$ cat config.mk
export PLATFORM = sky130hd
export DESIGN_NAME = ledScanner
export DESIGN_NICKNAME = d
export VERILOG_FILES = /design/src/rtl/ledScanPkg.sv /design/src/rtl/ledScanTimer.sv /design/src/rtl/ledScanData.sv /design/src/rtl/ledScanner.sv
export SDC_FILE = /design/constraint.sdc
export NUM_CORES = 1
export LEC_CHECK = 0
export ABC_AREA = 1
export CELL_PAD_IN_SITES_DETAIL_PLACEMENT = 0
export CELL_PAD_IN_SITES_GLOBAL_PLACEMENT = 1
export CORE_MARGIN = 1
export CORE_UTILIZATION = 26
export DETAILED_ROUTE_END_ITERATION = 8
export PLACE_DENSITY_LB_ADDON = 0.1
export SLEW_MARGIN = 25
export SYNTH_ARGS = -nofsm -noshare
export SYNTH_HDL_FRONTEND = slang
export SYNTH_HIERARCHICAL = 1
export SYNTH_SLANG_ARGS = --single-unit
$ cat constraint.sdc
create_clock -name clk -period 2.2 [get_ports clk]
set_input_delay 0.22 -clock clk [delete_from_list [all_inputs] [get_ports clk]]
set_output_delay 0.22 -clock clk [all_outputs]
set_load 0.1 [all_outputs]
$ cat src/rtl/ledScanPkg.sv
package ledScanPkg;

  typedef enum logic [2:0] {
    FN_FREQ     = 3'd0,
    FN_PERIOD   = 3'd1,
    FN_RATIO    = 3'd2,
    FN_INTERVAL = 3'd3,
    FN_TOTAL    = 3'd4,
    FN_SELF     = 3'd5
  } fnCode_e;

  // Strobes from the scan timer to the display datapath
  typedef struct packed {
    logic lit;   // digit slot is in its lit part
    logic step;  // move to the next digit now
  } scanStrobe_t;

  // Segment pattern, bit 0 = a ... bit 6 = g
  function automatic logic [6:0] sevenSeg(input logic [3:0] v);
    case (v)
      4'd0: sevenSeg = 7'h3F;
      4'd1: sevenSeg = 7'h06;
      4'd2: sevenSeg = 7'h5B;
      4'd3: sevenSeg = 7'h4F;
      4'd4: sevenSeg = 7'h66;
      4'd5: sevenSeg = 7'h6D;
      4'd6: sevenSeg = 7'h7D;
      4'd7: sevenSeg = 7'h07;
      4'd8: sevenSeg = 7'h7F;
      4'd9: sevenSeg = 7'h6F;
      default: sevenSeg = 7'h00;
    endcase
  endfunction

endpackage

$ cat src/rtl/ledScanTimer.sv
module ledScanTimer
  import ledScanPkg::*;
#(
  parameter int SLOT_TICKS = 244,
  parameter int GAP_TICKS  = 6
) (
  input  logic        clk,
  input  logic        rstN,
  input  logic        tick,
  output scanStrobe_t strb
);

  localparam int FRAME = SLOT_TICKS + GAP_TICKS;
  localparam int CW    = (FRAME > 1) ? $clog2(FRAME) : 1;

  logic [CW-1:0] slotCnt;
  logic          frameEnd;

  assign frameEnd = (slotCnt == CW'(FRAME - 1));

  // Reset parks the timer at the start of a gap
  always_ff @(posedge clk or negedge rstN) begin
    if (!rstN) begin
      slotCnt <= CW'(SLOT_TICKS);
    end else if (tick) begin
      slotCnt <= frameEnd ? '0 : slotCnt + CW'(1);
    end
  end

  assign strb.lit  = (slotCnt < CW'(SLOT_TICKS));
  assign strb.step = tick && frameEnd;

endmodule

$ cat src/rtl/ledScanData.sv
module ledScanData
  import ledScanPkg::*;
#(
  parameter int NUM_DIGITS     = 8,
  parameter bit COMMON_CATHODE = 1'b0
) (
  input  logic                          clk,
  input  logic                          rstN,
  input  scanStrobe_t                   strb,
  input  logic [4*NUM_DIGITS-1:0]       bcdWord,
  input  logic                          overflow,
  input  logic [2:0]                    funcSel,
  input  logic [1:0]                    rangeSel,
  input  logic                          oneMhz,
  input  logic                          extDpEn,
  input  logic [$clog2(NUM_DIGITS)-1:0] extDpDigit,
  input  logic                          dispTest,
  input  logic                          dispOff,
  output logic [NUM_DIGITS-1:0]         digitOut,
  output logic [7:0]                    segOut
);

  localparam int IW   = $clog2(NUM_DIGITS);
  localparam int PW   = IW + 1;
  localparam logic [IW-1:0] LAST = IW'(NUM_DIGITS - 1);

  logic [IW-1:0]         digitIdx;
  logic [3:0]            digitVal [NUM_DIGITS];
  logic [NUM_DIGITS-1:0] blankMask;
  logic [PW-1:0]         modeDp;
  logic [PW-1:0]         dpPos;
  logic                  zeroRun;
  logic [NUM_DIGITS-1:0] strobeL;
  logic [7:0]            segL;
  logic [3:0]            curVal;

  // Digit pointer, parked on the last digit so that digit 1 comes first
  always_ff @(posedge clk or negedge rstN) begin
    if (!rstN) begin
      digitIdx <= LAST;
    end else if (strb.step) begin
      digitIdx <= (digitIdx == LAST) ? '0 : digitIdx + IW'(1);
    end
  end

  for (genvar g = 0; g < NUM_DIGITS; g++) begin : gSplit
    assign digitVal[g] = bcdWord[4*g +: 4];
  end

  // Decimal point position, 0-based digit index
  always_comb begin
    case (funcSel)
      FN_RATIO: modeDp = PW'(rangeSel);
      FN_TOTAL: modeDp = '0;
      default:  modeDp = PW'(rangeSel) + PW'(1);
    endcase
    if (oneMhz && (funcSel == FN_PERIOD || funcSel == FN_INTERVAL)) begin
      modeDp = modeDp + PW'(1);
    end
    dpPos = extDpEn ? {1'b0, extDpDigit} : modeDp;
  end

  // Leading zero run from the most significant digit downwards
  always_comb begin
    zeroRun = 1'b1;
    for (int i = NUM_DIGITS - 1; i >= 0; i--) begin
      zeroRun      = zeroRun && (digitVal[i] == 4'd0);
      blankMask[i] = zeroRun && !overflow && (PW'(i) > dpPos);
    end
  end

  assign curVal = digitVal[digitIdx];

  always_comb begin
    strobeL = '0;
    segL    = '0;
    if (!dispOff && strb.lit) begin
      strobeL[digitIdx] = 1'b1;
      if (dispTest) begin
        segL = 8'hFF;
      end else begin
        segL[6:0] = blankMask[digitIdx] ? 7'h00 : sevenSeg(curVal);
        segL[7]   = ({1'b0, digitIdx} == dpPos) || (overflow && digitIdx == LAST);
      end
    end
  end

  if (COMMON_CATHODE) begin : gActLow
    assign digitOut = ~strobeL;
    assign segOut   = ~segL;
  end else begin : gActHigh
    assign digitOut = strobeL;
    assign segOut   = segL;
  end

endmodule

$ cat src/rtl/ledScanner.sv
module ledScanner
  import ledScanPkg::*;
#(
  parameter int NUM_DIGITS     = 8,
  parameter int SLOT_TICKS     = 244,
  parameter int GAP_TICKS      = 6,
  parameter bit COMMON_CATHODE = 1'b0
) (
  input  logic                          clk,
  input  logic                          rstN,
  input  logic                          tick,
  input  logic [4*NUM_DIGITS-1:0]       bcdWord,
  input  logic                          overflow,
  input  logic [2:0]                    funcSel,
  input  logic [1:0]                    rangeSel,
  input  logic                          oneMhz,
  input  logic                          extDpEn,
  input  logic [$clog2(NUM_DIGITS)-1:0] extDpDigit,
  input  logic                          dispTest,
  input  logic                          dispOff,
  output logic [NUM_DIGITS-1:0]         digitOut,
  output logic [7:0]                    segOut
);

  scanStrobe_t strb;

  ledScanTimer #(
    .SLOT_TICKS(SLOT_TICKS),
    .GAP_TICKS (GAP_TICKS)
  ) u_timer (
    .clk (clk),
    .rstN(rstN),
    .tick(tick),
    .strb(strb)
  );

  ledScanData #(
    .NUM_DIGITS    (NUM_DIGITS),
    .COMMON_CATHODE(COMMON_CATHODE)
  ) u_data (
    .clk       (clk),
    .rstN      (rstN),
    .strb      (strb),
    .bcdWord   (bcdWord),
    .overflow  (overflow),
    .funcSel   (funcSel),
    .rangeSel  (rangeSel),
    .oneMhz    (oneMhz),
    .extDpEn   (extDpEn),
    .extDpDigit(extDpDigit),
    .dispTest  (dispTest),
    .dispOff   (dispOff),
    .digitOut  (digitOut),
    .segOut    (segOut)
  );

endmodule

==> flow_summary.yaml <==
critical_path:
  critical_path_cell_count: 16
  r2r_cells: 8
  end_kind: "primary output"
  timing.critical_path.from_type: "register"
  r2r_end: "u_data/digitIdx[1]$_DFFE_PN1P_"
  timing.critical_path.buf_inv: 5
  slowest_stage_cell_cp: "dfstp_2"
  regToRegStartpoint: "u_timer/slotCnt[1]$_DFFE_PN0P_"
  max_stage_delay_ps: 630
  cp-startpoint: "u_data/digitIdx[1]$_DFFE_PN1P_"
  cp.arrival_ps: 2460
  setup.worst_path.end: "segOut[5]"
  timing.reg2reg.setup_slack_ps: 750
  required_ps: 1980
  worstSetupPathType: "reg -> out"
  worstPathMaxFanout: 6
  cpLargestDelayFamily: "flip-flops"
  crit_path_cell_trace: "buf_6 > nor2_4 > inv_2 > nor2_1 > o21ai_1 > nand4_1 > buf_4 > ha_4 > nor2_2 > nor2_1 > nand2_1 > nand2_1 > inv_2 > nand2_4 > a21oi_4 > buf_12"
cells_and_area:
  post_layout_util_pct: 56.25
  filler_cell_count: 576
  layout-drive-gt1-share_pct: 41.11
  mostFrequentLayoutCells: "nand2_1 (55), buf_4 (49), clkdlybuf4s50_1 (41)"
  fin_cells: 491
  antenna-diode-count: 0
  postLayoutCellArea_sq_um: 3390
  flow.area_growth_from_synthesis_pct: 105.7
  mostFrequentLayoutCell: "nand2_1"
  nets: 476
logic_synthesis:
  synth_warn: 6
  avgSynthCellArea_sq_um: 5.586
  synth-compound-area-share_pct: 17.84
  synth_cells: 295
  synthSimpleGateAreaFrac_pct: 42.67
  netlist-cell-type-count: 28
  synth_adder_area_share_pct: 8.352
  post_synth_xor_area_fraction_pct: 1.063
  synth.cell_area_sq_um: 1648
  synth_sequential_area_ratio_pct: 17.31
  synthesis.nets: 354
  share_of_synthesized_area_spent_on_multiplexers_pct: 0.6074
  yosys_register_bits: 11
  largest_family_of_logic_cells_by_synthesized_area: "simple AND/OR/NAND/NOR gates"
placement:
  dp_cells: 473
  gp_congestion: 0.8851
  hpwl_um: 4761
  portBuffers: 63
  placedInstanceArea_sq_um: 2995
routing:
  ant_nets: 0
  route.vias.total: 2259
  detail_route.wl_per_cell_um: 12.04
  totalWireLength_um: 5914
  drc_errors: 0
  dr.pass1.iters: 4
  drtIter0Drc: 104
  via_cell_ratio: 4.601
floorplan:
  io_pins: 64
  die_x_um: 81.61
  floorplan.core_area_sq_um: 6026
  height_of_the_die_um: 81.61
  placement_rows: 28
  dieArea_sq_um: 6660
  initial_core_utilization_pct: 27.35
sta:
  final_max_slew_viol_count: 0
  peak_freq_ghz: 0.3731
  report.final.hold_viol_count: 0
  setup_viol_count_final: 8
  fin_crit_ps: 2680
  worst-slew-pin-transition_ps: 532.3
  setup_repair_after_global_routing_missed_its_margin: "true"
  maxSlewHeadroom_pct: 64.47
  final_critical_path_setup_slack_ps: -480.4
  fin_crit_sh_pct: 121.8
  timing.clock.skew_ps: 5.343
cts:
  cts_h_tree_depth: 1
  clk_path_buf_depth: 2
  clock_latency_ps: 240
  worst_setup_hold_path_clk_slew_ps: 60
  hold_buffers: 0
  cts_num_sinks: 11
  cts_tree: "built"
  clockRootBuffer: "clkbuf_8"
  cts-buffers-inserted: 3
global_routing:
  grt_pass1_wl_um: 9225
  grt.overflow.total: 0
  pin_count_of_the_biggest_net_entering_global_routing: 12
  grt_use_total_pct: 17.64
  first_global_vias: 2113
  antenna_found_initial: 0
run_status:
  violations: "negative setup slack"
  status: "finished, violations left"
power:
  peakVddDrop_v: 0.001467
  power_leakage_nw: 1.639
  power.density_nw_per_um2: 1369
run:
  max_cap_viol_count: 0
hold_path:
  worstHoldPathType: "in -> async"
-- layer usage --
metal,vias up,routed length [um],GRT usage [%]
li1,1197,-,-
met1,1017,2799,23.35
met2,41,2895,31.50
met3,4,190,1.111
met4,0,29,3.158
met5,-,0,0
-- cell usage after synthesis --
| cell | number | area share [%] |
|---|---|---|
| ha_1 | 11 | 8.4 |
| a21oi_1 | 26 | 7.9 |
| nor2_4 | 1 | 0.68 |
| nor4_1 | 2 | 0.76 |
| o211ai_1 | 2 | 0.91 |
| mux2i_1 | 1 | 0.61 |
| clkbuf_1 | 2 | 0.46 |
| dfstp_2 | 8 | 13 |
| nand4_1 | 6 | 2.3 |
| nand2_1 | 76 | 17 |
| nand3_1 | 23 | 7.0 |
| nor3_1 | 1 | 0.30 |
| o21ai_1 | 12 | 3.6 |
| o31ai_1 | 1 | 0.46 |
| nand2_2 | 4 | 1.5 |
| inv_1 | 46 | 10 |
| nand3b_1 | 2 | 0.91 |
| o21bai_1 | 2 | 0.91 |
| buf_2 | 1 | 0.30 |
| nor2_2 | 3 | 1.1 |
| nor2_1 | 42 | 9.6 |
| xor2_1 | 2 | 1.1 |
| o21ai_0 | 9 | 2.7 |
| a21oi_2 | 1 | 0.53 |
| inv_2 | 4 | 0.91 |
| o22ai_1 | 2 | 0.76 |
| nand3_2 | 2 | 1.2 |
| dfrtp_1 | 3 | 4.6 |
-- logic make-up after synthesis --
kind of cell,Yosys count
buffers and inverters,53
AO/OA/AOI/OAI,55
adder cells (fa/ha/maj),11
multiplexers,1
AND/OR/NAND/NOR,162
XOR/XNOR,2
flip-flops,11
-- stage by stage --
stage	power (mW)	hold slack, ps	worst slack, ps	setup TNS, ps
2_1_floorplan	2.776	-75.59	-289.0	-1897
3_3_place_gp	4.010	512.1	-642.4	-4562
3_5_place_dp	4.031	516.8	-680.9	-4726
4_1_cts	4.423	332.0	-449.7	-2876
5_1_grt	4.995	365.6	-601.9	-4116
6_report	4.640	312.8	-480.4	-3059
-- flip-flops by register name (all words and copies together), names as in the netlist --
name,cells
u_timer/slotCnt,8
u_data/digitIdx,3
-- layout make-up --
class                           instances  area (sq um)  area share [%]
Clock buffer                            3         41.29           1.218
Clock inverter                          1         5.005          0.1477
Inverter                               50         198.9           5.869
Multi-Input combinational cell        231          1503           44.33
Sequential cell                        11         285.3           8.416
Tap cell                               75         93.84           2.769
Timing Repair Buffer                  120          1262           37.25
-- how the worst min path moves through the flow --
stage                     depth (start not counted)  slack, ps                        endpoint                           start
final                                             1        310  u_timer/slotCnt[1]$_DFFE_PN0P_                            rstN
after floorplan                                   0        -80  u_timer/slotCnt[0]$_DFFE_PN0P_                            rstN
after detailed placement                          2        520  u_timer/slotCnt[5]$_DFFE_PN1P_  u_timer/slotCnt[5]$_DFFE_PN1P_
after global routing                              1        370  u_timer/slotCnt[1]$_DFFE_PN0P_                            rstN
after global placement                            2        510  u_timer/slotCnt[5]$_DFFE_PN1P_  u_timer/slotCnt[5]$_DFFE_PN1P_
after CTS                                         1        330  u_timer/slotCnt[1]$_DFFE_PN0P_                            rstN
-- what timing repair did --
action / in CTS / in global routing
setup endpoints to repair: 8 / 15
gates resized for setup: 65 / 34
buffers inserted: 10 / 6
pin swaps: 31 / 24
-- power breakdown --
part	internal, mW	switching [mW]
sequential	0.341	0.104
combinational	1.60	2.39
clock	0.125	0.0834
Note: power is estimated with default switching activity, not from simulation.
